**src/rtl/busmon_pkg.sv**
```systemverilog
package busmon_pkg;
  // Strobes passed from the control decoder to the datapath registers.
  typedef struct packed {
    logic clearAll;
    logic startSeen;
    logic stopSeen;
  } busStrobes_t;

  localparam int unsigned LINE_SDA = 0;
  localparam int unsigned LINE_SCL = 1;
  localparam int unsigned NUM_LINES = 2;
endpackage

```
**src/rtl/busmon_datapath.sv**
```systemverilog
module busmon_datapath
  import busmon_pkg::*;
#(
  parameter int unsigned SYNC_STAGES = 2
) (
  input  logic        clk,
  input  logic        rstN,
  input  logic        sdaRaw,
  input  logic        sclRaw,
  input  busStrobes_t strobes,
  output logic        sdaNow,
  output logic        sclNow,
  output logic        sdaPrev,
  output logic        sclPrev,
  output logic        sBit,
  output logic        pBit,
  output logic        startEvt,
  output logic        stopEvt
);
  localparam int unsigned LAST = SYNC_STAGES - 1;

  logic [NUM_LINES-1:0] rawLines;
  logic [NUM_LINES-1:0] syncChain [SYNC_STAGES];
  logic [NUM_LINES-1:0] prevLines;

  assign rawLines[LINE_SDA] = sdaRaw;
  assign rawLines[LINE_SCL] = sclRaw;

  // Synchronizer stages; an idle I2C bus rests high, so reset to 1.
  for (genvar st = 0; st < SYNC_STAGES; st++) begin : g_stage
    if (st == 0) begin : g_first
      always_ff @(posedge clk or negedge rstN) begin
        if (!rstN) syncChain[st] <= '1;
        else       syncChain[st] <= rawLines;
      end
    end else begin : g_next
      always_ff @(posedge clk or negedge rstN) begin
        if (!rstN) syncChain[st] <= '1;
        else       syncChain[st] <= syncChain[st-1];
      end
    end
  end

  // The previous sample keeps updating while disabled, so no stale edge on re-enable.
  always_ff @(posedge clk or negedge rstN) begin
    if (!rstN) prevLines <= '1;
    else       prevLines <= syncChain[LAST];
  end

  assign sdaNow  = syncChain[LAST][LINE_SDA];
  assign sclNow  = syncChain[LAST][LINE_SCL];
  assign sdaPrev = prevLines[LINE_SDA];
  assign sclPrev = prevLines[LINE_SCL];

  // Sticky flags: clear has priority, then Start, then Stop.
  always_ff @(posedge clk or negedge rstN) begin
    if (!rstN) begin
      sBit <= 1'b0;
      pBit <= 1'b0;
    end else if (strobes.clearAll) begin
      sBit <= 1'b0;
      pBit <= 1'b0;
    end else if (strobes.startSeen) begin
      sBit <= 1'b1;
      pBit <= 1'b0;
    end else if (strobes.stopSeen) begin
      sBit <= 1'b0;
      pBit <= 1'b1;
    end
  end

  always_ff @(posedge clk or negedge rstN) begin
    if (!rstN) begin
      startEvt <= 1'b0;
      stopEvt  <= 1'b0;
    end else begin
      startEvt <= strobes.startSeen & ~strobes.clearAll;
      stopEvt  <= strobes.stopSeen & ~strobes.clearAll;
    end
  end

  assert_flags_exclusive_R3: assert property (@(posedge clk) disable iff (!rstN)
    !(sBit && pBit));

  assert_disable_clears_R2: assert property (@(posedge clk) disable iff (!rstN)
    strobes.clearAll |=> (!sBit && !pBit && !startEvt && !stopEvt));

  assert_start_marks_busy_R4: assert property (@(posedge clk) disable iff (!rstN)
    startEvt |-> (sBit && !pBit));

  assert_stop_marks_free_R5: assert property (@(posedge clk) disable iff (!rstN)
    stopEvt |-> (pBit && !sBit));

  assert_s_rises_on_start_R4: assert property (@(posedge clk) disable iff (!rstN)
    $rose(sBit) |-> startEvt);

  assert_p_rises_on_stop_R5: assert property (@(posedge clk) disable iff (!rstN)
    $rose(pBit) |-> stopEvt);

  assert_start_single_cycle_R4: assert property (@(posedge clk) disable iff (!rstN)
    startEvt |=> !startEvt);
endmodule

```
**src/rtl/busmon_control.sv**
```systemverilog
module busmon_control
  import busmon_pkg::*;
(
  input  logic        clk,
  input  logic        rstN,
  input  logic        enable,
  input  logic        sdaNow,
  input  logic        sclNow,
  input  logic        sdaPrev,
  input  logic        sclPrev,
  output busStrobes_t strobes
);
  logic sclHeldHigh;
  logic sdaFell;
  logic sdaRose;

  // SCL must be high in both samples; an SCL change in the same sample disqualifies the edge.
  assign sclHeldHigh = sclNow & sclPrev;
  assign sdaFell     = sdaPrev & ~sdaNow;
  assign sdaRose     = ~sdaPrev & sdaNow;

  always_comb begin
    strobes           = '0;
    strobes.clearAll  = ~enable;
    strobes.startSeen = enable & sclHeldHigh & sdaFell;
    strobes.stopSeen  = enable & sclHeldHigh & sdaRose;
  end

  assert_strobes_exclusive_R3: assert property (@(posedge clk) disable iff (!rstN)
    !(strobes.startSeen && strobes.stopSeen));

  assert_no_strobe_scl_low_R8: assert property (@(posedge clk) disable iff (!rstN)
    (!sclNow || !sclPrev) |-> !(strobes.startSeen || strobes.stopSeen));
endmodule

```
**src/rtl/bus_state_monitor.sv**
```systemverilog
module bus_state_monitor
  import busmon_pkg::*;
#(
  parameter int unsigned SYNC_STAGES = 2
) (
  input  logic clk,
  input  logic rstN,
  input  logic enable,
  input  logic sdaIn,
  input  logic sclIn,
  output logic sBit,
  output logic pBit,
  output logic busFree,
  output logic startEvt,
  output logic stopEvt
);
  busStrobes_t strobes;
  logic sdaNow, sclNow, sdaPrev, sclPrev;

  busmon_control i_control (
    .clk     (clk),
    .rstN    (rstN),
    .enable  (enable),
    .sdaNow  (sdaNow),
    .sclNow  (sclNow),
    .sdaPrev (sdaPrev),
    .sclPrev (sclPrev),
    .strobes (strobes)
  );

  busmon_datapath #(.SYNC_STAGES(SYNC_STAGES)) i_datapath (
    .clk      (clk),
    .rstN     (rstN),
    .sdaRaw   (sdaIn),
    .sclRaw   (sclIn),
    .strobes  (strobes),
    .sdaNow   (sdaNow),
    .sclNow   (sclNow),
    .sdaPrev  (sdaPrev),
    .sclPrev  (sclPrev),
    .sBit     (sBit),
    .pBit     (pBit),
    .startEvt (startEvt),
    .stopEvt  (stopEvt)
  );

  assign busFree = pBit | ~(sBit | pBit);

  assert_free_when_not_busy_R3: assert property (@(posedge clk) disable iff (!rstN)
    busFree == !sBit);
endmodule

```
**config.mk**
```make
export PLATFORM = sky130hd
export DESIGN_NAME = bus_state_monitor
export DESIGN_NICKNAME = d
export VERILOG_FILES = /design/src/rtl/busmon_pkg.sv /design/src/rtl/busmon_datapath.sv /design/src/rtl/busmon_control.sv /design/src/rtl/bus_state_monitor.sv
export SDC_FILE = /design/constraint.sdc
export NUM_CORES = 1
export LEC_CHECK = 0
export ABC_AREA = 1
export BUFFER_PORTS_ARGS = -buffer_cell sky130_fd_sc_hd__clkbuf_2
export CORE_AREA = 4 4 41 43
export DETAILED_ROUTE_END_ITERATION = 8
export DIE_AREA = 0 0 45 47
export HOLD_SLACK_MARGIN = 0.02
export PLACE_DENSITY = 0.46
export SLEW_MARGIN = 20
export SYNTH_ARGS = -nofsm -noshare
export SYNTH_HDL_FRONTEND = slang
export SYNTH_HIERARCHICAL = 1
export SYNTH_SLANG_ARGS = --single-unit
```
**constraint.sdc**
```tcl
create_clock -name clk -period 1.4 [get_ports clk]
set_input_delay 0.14 -clock clk [delete_from_list [all_inputs] [get_ports clk]]
set_output_delay 0.14 -clock clk [all_outputs]
set_load 0.005 [all_outputs]
```
==> flow_summary.json <==
{
  "status": "finished, final reports clean",
  "detail-route-antenna-nets": 0,
  "rsz0062_at_grt": "false",
  "syn_nets": 37,
  "setup_violations": 0,
  "n_antenna_cell": 0,
  "yosysTopAreaCellShare_pct": 45.5,
  "tns_ns": 0,
  "fillCellCount": 138,
  "cts_buffers": 3,
  "finalHoldViolations": 0,
  "synthSimpleGateAreaFrac_pct": 17.0,
  "drtIter0Drc": 2,
  "cts_tree": "yes",
  "cts_resized": 0,
  "root_buffer": "clkbuf_4",
  "synth_top_family_by_area": "simple AND/OR/NAND/NOR gates",
  "grt_start_max_net_pins": 11,
  "synth_cells": 32,
  "fin_crit_sh_pct": 75.2,
  "crit_start": "i_datapath/sclNow",
  "netlist_area_sq_um": 347,
  "holdCritStartpoint": "enable",
  "dp_cells": 56,
  "rows": 13,
  "fp.dieH_um": 47,
  "dr.pass1.iters": 2,
  "grt_overflow_total": 0,
  "fin_worst_skew_ns": 0.000225,
  "hold_path.class": "primary input to register",
  "async_reset_ff_share_pct": 100,
  "dp.final_hpwl_um": 420,
  "fmax_mhz": 950,
  "ys.flop_type": "dfstp_2",
  "synth_compound_area_share_pct": 0,
  "dieArea_sq_mm": 0.00212,
  "vdd_drop_max_v": 0.000558,
  "area_growth_pct": 37.5,
  "core_sq_mm": 0.00130,
  "power_density_mw_per_mm2": 1250,
  "routabilityCongestion": 0.636,
  "p_leak_nw": 0.251,
  "die_w_um": 45,
  "yosysTopAreaCell": "dfstp_2",
  "synth_seq_area_share_pct": 74.4,
  "whs_ns": 0.153,
  "worst_setup_path_start_kind": "register",
  "totalWireLength_um": 528,
  "antenna_found_initial": 0,
  "layout_min_cycle_time_ns": 1.05,
  "finalMaxSlewViolations": 0,
  "crit_type": "register to register",
  "ys_types": 9,
  "synth_warnings": 6,
  "drive_above_1_share_pct": 45.8,
  "synth_area_per_cell_sq_um": 10.8,
  "drc": 0,
  "synth_most_common_cell": "inv_1",
  "io_pins": 10,
  "vias": 233,
  "grt_pass1_wl_um": 903,
  "worstPathArrival_ns": 1.20,
  "cp.required_ns": 1.55,
  "synth-edff-count": 0,
  "start_util_pct": 26.6,
  "grt_pass1_vias": 206,
  "clk_path_buf_depth": 2,
  "slew_headroom_pct": 83.3,
  "via_per_inst": 3.70,
  "clk_pin_slew_worst_paths_ns": 0.06,
  "ys_ff_latch": 10,
  "wl_per_cell_um": 8.38,
  "ctsHtreeMaxLevel": 1,
  "cts_setup_buffers": 0,
  "worst_pin_slew_ns": 0.251,
  "grt_use_total_pct": 6.30,
  "portBuffers": 9,
  "yosys.area_share.xor_xnor_pct": 0,
  "clk_latency_ns": 0.26,
  "fin_nets": 54,
  "synth.mux.area_fraction_pct": 0,
  "maxCapViolations": 0,
  "synth_top_cells_by_count": "inv_1, dfstp_2, nand2_1",
  "clock_sinks": 10,
  "r2r-start": "i_datapath/sclNow",
  "end_kind": "register",
  "worstPathMaxFanout": 3,
  "synthTopCellsByArea": "dfstp_2, dfrtp_1, inv_1",
  "instances_no_fill": 63,
  "synth_fa_ha_area_share_pct": 0
}
## cells in the final DEF, fill, tap and decap left out, drive strengths merged
master and count:
dfstp 6, dfrtp 4, nand2 7, dlygate4sd3 3
nand3 1, clkbuf 13, nor2 6, inv 8
## per-stage QoR
step / setup WS (ns) / util, % / instance area (sq um) / total power [mW]
after floorplan: 0.407 / - / 347 / 0.326
after global placement: 0.359 / 31.5 / 410 / 0.341
after detailed placement: 0.343 / 31.5 / 410 / 0.341
after CTS: 0.330 / 36.6 / 477 / 0.605
after global routing: 0.254 / 36.6 / 477 / 0.633
final: 0.348 / 36.6 / 477 / 0.594
## power breakdown
| part | internal (mW) | total (mW) | switching (mW) |
|---|---|---|---|
| sequential | 0.306 | 0.311 | 0.00445 |
| combinational | 0.0149 | 0.0311 | 0.0162 |
| clock | 0.158 | 0.252 | 0.0944 |
| total | 0.479 | 0.594 | 0.115 |
## cell type report
cell class                 instances  area [sq um]  area share (%)
clock buffer                       4          36.3            7.61
inverter                           8          30.0            6.30
multi-input combinational         14          58.8            12.3
sequential                        10           258            54.1
tap                               15          18.8            3.94
timing repair buffer              12          75.1            15.7
## metal layers
layer	part of all wire, %	GRT usage [%]	vias to the layer above
met1	45	8.20	102
met4	0	5.26	0
met2	44	7.34	7
li1	-	-	124
met3	10	3.45	0
met5	0	0	-
## cells by family after synthesis
logic type             Yosys count
and+or+nand+nor                 14
buffers and inverters            8
DFF                             10
## registers in the layout, indices dropped and copies added, names as in the netlist
register and flops:
i_datapath/sdaNow 1, i_datapath/sBit 1, i_datapath/prevLines 2, i_datapath/pBit 1, i_datapath/startEvt 1, i_datapath/syncChain 2
i_datapath/stopEvt 1, i_datapath/sclNow 1
## what timing repair did
item,4_1_cts,5_1_grt
setup endpoints to repair,0,0
hold buffers,3,0
endpoints found under the hold margin,12,0
## worst max-delay path, cell delays in order, from the launching register on
cell     delay, ns
dfstp_2       0.53
nand3_1       0.09
nor2_1        0.16
nor2_1        0.07
nand2_1       0.06
nand2_1       0.04
## worst paths after layout
kind,slack (ns),endpoint,depth (start not counted)
max,0.35,i_datapath/sBit,5
min,0.15,i_datapath/stopEvt,3
max reg2reg,0.35,i_datapath/sBit,5
min reg2reg,0.36,i_datapath/sclNow,0
max in group asynchronous,0.86,i_datapath/prevLines[0],2
min in group asynchronous,0.28,i_datapath/sBit,2
(Power assumes the default switching activity.)
